`src/rtl/spi_regacc_pkg.sv`:
```
package spi_regacc_pkg;

    localparam int FRAME_W  = 32;
    localparam int ADDR_W   = 5;
    localparam int DATA_W   = 25;
    localparam int NUM_REGS = 1 << ADDR_W;
    localparam int CNT_W    = $clog2(FRAME_W + 1);
    // serial clocks after which op and address are complete
    localparam int HDR_BITS = 1 + ADDR_W;

    // frame layout, MSB first on the wire
    typedef struct packed {
        logic              op;     // 1 = write, 0 = read
        logic [ADDR_W-1:0] addr;
        logic              pad;    // ignored on write, 0 on read
        logic [DATA_W-1:0] data;
    } frame_t;

    typedef struct packed {
        logic [ADDR_W-1:0] addr;
        logic [DATA_W-1:0] data;
    } wr_req_t;

    function automatic logic cs_level_active(input logic pin, input logic act_high);
        return act_high ? pin : ~pin;
    endfunction

endpackage

```
`src/rtl/spi_regacc_front.sv`:
```
module spi_regacc_front
    import spi_regacc_pkg::*;
#(
    parameter int SYNC_STAGES = 2
) (
    input  logic clk,
    input  logic rst,
    input  logic sclk_pin,
    input  logic cs_pin,
    input  logic mosi_pin,
    input  logic cs_high,
    output logic cs_act,
    output logic sclk_rise,
    output logic sclk_fall,
    output logic mosi_s
);
    localparam int TOP = SYNC_STAGES - 1;

    logic [TOP:0] sclk_sy;
    logic [TOP:0] cs_sy;
    logic [TOP:0] mosi_sy;
    logic         sclk_d;

    always_ff @(posedge clk) begin
        if (rst) begin
            sclk_sy <= '0;
            mosi_sy <= '0;
            cs_sy   <= {SYNC_STAGES{~cs_high}};
            sclk_d  <= 1'b0;
        end else begin
            sclk_sy <= {sclk_sy[TOP-1:0], sclk_pin};
            cs_sy   <= {cs_sy[TOP-1:0], cs_pin};
            mosi_sy <= {mosi_sy[TOP-1:0], mosi_pin};
            sclk_d  <= sclk_sy[TOP];
        end
    end

    assign cs_act    = cs_level_active(cs_sy[TOP], cs_high);
    assign sclk_rise = sclk_sy[TOP] & ~sclk_d;
    assign sclk_fall = ~sclk_sy[TOP] & sclk_d;
    assign mosi_s    = mosi_sy[TOP];

endmodule

```
`src/rtl/spi_regacc_engine.sv`:
```
module spi_regacc_engine
    import spi_regacc_pkg::*;
#(
    parameter logic [NUM_REGS-1:0] IMPL_MASK = '1
) (
    input  logic              clk,
    input  logic              rst,
    input  logic              cs_act,
    input  logic              sclk_rise,
    input  logic              sclk_fall,
    input  logic              mosi_s,
    input  logic [DATA_W-1:0] rd_data,
    output logic [ADDR_W-1:0] rd_addr,
    output logic              miso,
    output logic              wr_stb,
    output wr_req_t           wr_req
);
    localparam logic [CNT_W-1:0] CNT_FULL = CNT_W'(FRAME_W);
    localparam logic [CNT_W-1:0] CNT_HDR  = CNT_W'(HDR_BITS);

    logic [FRAME_W-1:0] rx_sh;
    logic [DATA_W-1:0]  tx_sh;
    logic [CNT_W-1:0]   bit_cnt;
    logic               overrun;
    logic               miso_q;
    logic               act_d;
    frame_t             rx_f;

    assign rx_f    = rx_sh;
    assign rd_addr = rx_sh[ADDR_W-1:0];   // valid once the header is in

    always_ff @(posedge clk) begin
        if (rst) begin
            rx_sh   <= '0;
            tx_sh   <= '0;
            bit_cnt <= '0;
            overrun <= 1'b0;
            miso_q  <= 1'b0;
            act_d   <= 1'b0;
            wr_stb  <= 1'b0;
            wr_req  <= '0;
        end else begin
            act_d  <= cs_act;
            wr_stb <= 1'b0;
            if (!cs_act) begin
                if (act_d && bit_cnt == CNT_FULL && !overrun &&
                    rx_f.op && IMPL_MASK[rx_f.addr]) begin
                    wr_stb      <= 1'b1;
                    wr_req.addr <= rx_f.addr;
                    wr_req.data <= rx_f.data;
                end
                bit_cnt <= '0;
                overrun <= 1'b0;
                miso_q  <= 1'b0;
                tx_sh   <= '0;
            end else begin
                if (sclk_rise) begin
                    rx_sh <= {rx_sh[FRAME_W-2:0], mosi_s};
                    if (bit_cnt == CNT_FULL) begin
                        overrun <= 1'b1;
                    end else begin
                        bit_cnt <= bit_cnt + 1'b1;
                    end
                end
                if (sclk_fall) begin
                    if (bit_cnt == CNT_HDR) begin
                        tx_sh  <= rd_data;    // pad bit goes out now
                        miso_q <= 1'b0;
                    end else if (bit_cnt > CNT_HDR) begin
                        miso_q <= tx_sh[DATA_W-1];
                        tx_sh  <= {tx_sh[DATA_W-2:0], 1'b0};
                    end else begin
                        miso_q <= 1'b0;
                    end
                end
            end
        end
    end

    assign miso = cs_act & miso_q;

endmodule

```
`src/rtl/spi_regacc_bank.sv`:
```
module spi_regacc_bank
    import spi_regacc_pkg::*;
#(
    parameter logic [NUM_REGS-1:0] IMPL_MASK = '1
) (
    input  logic              clk,
    input  logic              rst,
    input  logic              wr_stb,
    input  wr_req_t           wr_req,
    input  logic [ADDR_W-1:0] spi_addr,
    output logic [DATA_W-1:0] spi_data,
    input  logic [ADDR_W-1:0] loc_addr,
    output logic [DATA_W-1:0] loc_data
);
    logic [DATA_W-1:0] regs [NUM_REGS];

    for (genvar i = 0; i < NUM_REGS; i++) begin : g_reg
        if (IMPL_MASK[i]) begin : g_impl
            logic [DATA_W-1:0] q;
            always_ff @(posedge clk) begin
                if (rst) begin
                    q <= '0;
                end else if (wr_stb && wr_req.addr == ADDR_W'(i)) begin
                    q <= wr_req.data;
                end
            end
            assign regs[i] = q;
        end else begin : g_hole
            assign regs[i] = '0;
        end
    end

    assign spi_data = regs[spi_addr];
    assign loc_data = regs[loc_addr];

endmodule

```
`src/rtl/spi_regacc.sv`:
```
module spi_regacc
    import spi_regacc_pkg::*;
#(
    parameter logic [NUM_REGS-1:0] IMPL_MASK   = 32'h3FFF_FFFF,
    parameter int                  SYNC_STAGES = 2
) (
    input  logic              clk,
    input  logic              rst,
    input  logic              spi_sclk,
    input  logic              spi_cs,
    input  logic              spi_mosi,
    output logic              spi_miso,
    input  logic              cs_act_high,
    output logic              wr_stb,
    output logic [ADDR_W-1:0] wr_addr,
    output logic [DATA_W-1:0] wr_data,
    input  logic [ADDR_W-1:0] loc_addr,
    output logic [DATA_W-1:0] loc_data
);
    logic              cs_act;
    logic              sclk_rise;
    logic              sclk_fall;
    logic              mosi_s;
    logic [ADDR_W-1:0] rd_addr;
    logic [DATA_W-1:0] rd_data;
    wr_req_t           wr_req;

    spi_regacc_front #(.SYNC_STAGES(SYNC_STAGES)) u_front (
        .clk       (clk),
        .rst       (rst),
        .sclk_pin  (spi_sclk),
        .cs_pin    (spi_cs),
        .mosi_pin  (spi_mosi),
        .cs_high   (cs_act_high),
        .cs_act    (cs_act),
        .sclk_rise (sclk_rise),
        .sclk_fall (sclk_fall),
        .mosi_s    (mosi_s)
    );

    spi_regacc_engine #(.IMPL_MASK(IMPL_MASK)) u_engine (
        .clk       (clk),
        .rst       (rst),
        .cs_act    (cs_act),
        .sclk_rise (sclk_rise),
        .sclk_fall (sclk_fall),
        .mosi_s    (mosi_s),
        .rd_data   (rd_data),
        .rd_addr   (rd_addr),
        .miso      (spi_miso),
        .wr_stb    (wr_stb),
        .wr_req    (wr_req)
    );

    spi_regacc_bank #(.IMPL_MASK(IMPL_MASK)) u_bank (
        .clk      (clk),
        .rst      (rst),
        .wr_stb   (wr_stb),
        .wr_req   (wr_req),
        .spi_addr (rd_addr),
        .spi_data (rd_data),
        .loc_addr (loc_addr),
        .loc_data (loc_data)
    );

    assign wr_addr = wr_req.addr;
    assign wr_data = wr_req.data;

endmodule

```
`config.mk`:
```
export PLATFORM = sky130hd
export DESIGN_NAME = spi_regacc
export DESIGN_NICKNAME = d
export VERILOG_FILES = /design/src/rtl/spi_regacc_pkg.sv /design/src/rtl/spi_regacc_front.sv /design/src/rtl/spi_regacc_engine.sv /design/src/rtl/spi_regacc_bank.sv /design/src/rtl/spi_regacc.sv
export SDC_FILE = /design/constraint.sdc
export NUM_CORES = 2
export LEC_CHECK = 0
export BUFFER_PORTS_ARGS = -buffer_cell sky130_fd_sc_hd__buf_2
export CORE_ASPECT_RATIO = 0.7
export CORE_MARGIN = 5
export CORE_UTILIZATION = 43
export DETAILED_ROUTE_END_ITERATION = 8
export SYNTH_ARGS = -nofsm -noshare
export SYNTH_HDL_FRONTEND = slang
export SYNTH_SLANG_ARGS = --single-unit
```
`constraint.sdc`:
```
create_clock -name clk -period 3.2 [get_ports clk]
set_clock_uncertainty 0.2 [all_clocks]
set_input_delay 0.48 -clock clk [delete_from_list [all_inputs] [get_ports clk]]
set_output_delay 0.48 -clock clk [all_outputs]
set_load 0.005 [all_outputs]
```
==> impl_metrics.tcl <==
set metrics [dict create \
    crit_top_cell "buf_12" \
    path_class "in2out" \
    synthXorXnorAreaFrac 0.00125 \
    clk_path_buf_depth 3 \
    seq_area_frac_synth 0.406 \
    seq_area_sq_um 17100 \
    yosys.area.top_type "dfxtp_1" \
    yosys-top-cells-area "dfxtp_1, nand2_1, mux4_2" \
    path_delay_family "compound AO/OA/AOI/OAI gates" \
    die_x_um 384 \
    slowest_stage "a211oi_1" \
    rows 96 \
    synth_top_family_by_area "multiplexers" \
    ys_seq_elements 855 \
    setup_ws_ns 0.0730 \
    critPathLaunchType "primary input" \
    ios 68 \
    viasPerCell 6.33 \
    crit_fanout 20 \
    synth_compound_area_frac 0.160 \
    final_area_sq_um 47600 \
    worstMarginPinSlew_ns 1.05 \
    hold_path_class "reg2reg" \
    layout-drive-gt1-share 0.163 \
    cts.sinks 855 \
    wl_per_cell_um 27.7 \
    fin_tns_setup_ns 0 \
    dr.pass1.iters 8 \
    rsz0062_at_grt "no" \
    place_congestion 0.945 \
    synth_area_per_cell_sq_um 8.41 \
    fin_crit_sh 0.977 \
    syn-cell-area_sq_um 42100 \
    hpwl_um 110000 \
    die_area_sq_um 104000 \
    ant_nets 0 \
    cpPeakStageDelay_ns 0.47 \
    slew_viol_final 0 \
    synthMuxAreaShare 0.196 \
    crit_required_ns 2.52 \
    synthSimpleGateAreaFrac 0.184 \
    start_util 0.431 \
    synthDistinctLibCells 59 \
    synth_ff_type "dfxtp_1" \
    cts-buffers-inserted 82 \
    setup_viol 0 \
    yosys_warnings 0 \
    maxSlewHeadroom 0.303 \
    final_cell_mix "nand2_1, a21oi_1, dfxtp_1, mux4_2, buf_4" \
    place_area_sq_um 44700 \
    port_buffers 67 \
    synth_top_area_share 0.406 \
    met3_usage 0.0916 \
    drc 0 \
    p_per_area_nw_per_um2 463 \
    final_common_cell "nand2_1" \
    met2_usage 0.451 \
    cp_num_buf_inv 4 \
    placed_cells 6157 \
    cts_tree "built" \
    grt.total_usage 0.324 \
    overflow 0 \
    fin_nets 4938 \
    num_vias 40000 \
    total_power_w 0.0221 \
    first_global_vias 36200 \
    p_leak_nw 15.3 \
    core_area_sq_um 97700 \
    grt-busiest-layer "met1" \
    syn_nets 5022 \
    grt_pass1_wl_um 252000 \
    nFillCells 9267 \
    cp-end-kind "output pin" \
    die_h_um 272 \
    h-tree-depth 3 \
    stdcell_count 6315 \
    period_needed_ns 3.13 \
    netlist_instances 5008 \
    clkLatencyLatePin_ns 0.70 \
    cap_viol_max_count 0 \
    synth_edf_count 0 \
    synthAdderAreaFrac 0.000891 \
    syn_to_final_growth_pct 13.0 \
    routed_wl_um 175000 \
    detail_route.iter0.violations 6194 \
    met1_usage 0.478 \
    async_flop_share 0 \
    dpl_worst_slack_ns 0.0623 \
    status "finished clean" \
    multi_input_area_sq_um 23000 \
    worst_ep_arrival_time_ns 2.45 \
    path_clk_slew_ns 0.07 \
    irDropWorstVdd_uv 391 \
    max_freq_mhz 320 \
    antenna_found_initial 0 \
    grt_max_degree 162 \
    hold_violations 0 \
    path_cells "buf_8, buf_12, buf_12, mux2i_1, o221ai_1, o21ai_0, a211oi_1, a21o_1, buf_2" \
    clockRootBuffer "clkbuf_16" \
]
area by class of cell:
cell class                 count  area share
antenna                        1   0.0000525
clock buffer                 126      0.0529
clock inverter                25     0.00683
inverter                      17     0.00134
multi-input combinational   3646       0.483
sequential                   855       0.360
tap                         1323      0.0348
timing repair buffer         322      0.0616
cell families after synthesis:
group / count (synthesis)
flops: 855
fa+ha+maj: 3
simple gates: 1980
buf+inv: 507
mux: 463
xor+xnor: 6
compound gates: 1194
Yosys cell counts, types with 11 or more instances:
cell type,number
a211o_1,18
a211oi_1,25
a21o_1,11
a21oi_1,872
a221oi_1,19
a311oi_1,13
buf_2,72
buf_4,21
clkbuf_1,377
dfxtp_1,855
inv_1,16
mux2_2,32
mux2i_1,145
mux4_2,286
nand2_1,1758
nand2b_1,19
nand3_1,16
nor2_1,96
nor2b_1,22
nor3_1,21
o211ai_1,16
o21ai_0,55
o221ai_1,54
o22ai_1,64
o311a_1,17
worst reg2reg max path: cells and delay by family, from the launching register on:
kind	cells	cell delay [ns]
and+or+nand+nor	1	0.63
buffers and inverters	2	0.67
AOI/OAI and AO/OA	3	0.66
DFF	1	0.69
where the power goes:
part | total [W] | internal, W | leakage (nW) | switching [W]
Sequential | 0.0106 | 0.0106 | 6.89 | 0.00000420
Combinational | 0.000911 | 0.000294 | 6.99 | 0.000617
Clock | 0.0105 | 0.00594 | 1.40 | 0.00458
flip-flops by register name (all words and copies together), names as in the netlist, named ones only:
name and count:
u_engine.rx_f 32, u_front.sclk_sy 2, u_engine.wr_req 30, u_front.cs_sy 2, u_front.mosi_sy 2, u_engine.tx_sh 25
u_engine.act_d 1, u_front.sclk_d 1, u_engine.miso_q 1, u_bank.g.g_impl.q 750, u_engine.wr_stb 1, u_engine.bit_cnt 6
u_engine.overrun 1
metrics by stage:
stage / hold slack (ns) / utilization
after CTS: 0.238 / 0.488
after floorplan: 0.214 / -
after global routing: 0.265 / 0.488
after global placement: 0.220 / 0.458
after detailed placement: 0.228 / 0.458
final: 0.237 / 0.488
layer usage:
layer	vias up	routed length [um]
met1	19400	71700
met2	2944	71000
met4	0	7080
li1	17200	-
met5	-	0
met3	384	25100
worst paths after layout:
kind	startpoint	end	slack, ns	depth (start not counted)
setup / recovery	loc_addr[0]	loc_data[22]	0.07	9
hold / removal	u_front.mosi_sy[1]	u_engine.rx_f[0]	0.24	2
setup reg to reg	u_engine.rx_f[0]	u_engine.tx_sh[19]	0.28	6
hold reg to reg	u_front.mosi_sy[1]	u_engine.rx_f[0]	0.24	2
repair_timing:
action,CTS,global route
resized for setup,0,4
setup endpoints to repair,0,3
hold buffers,6,0
hold endpoints to repair,26,0
buffers inserted,0,0
Note: power is estimated with default switching activity, not from simulation.
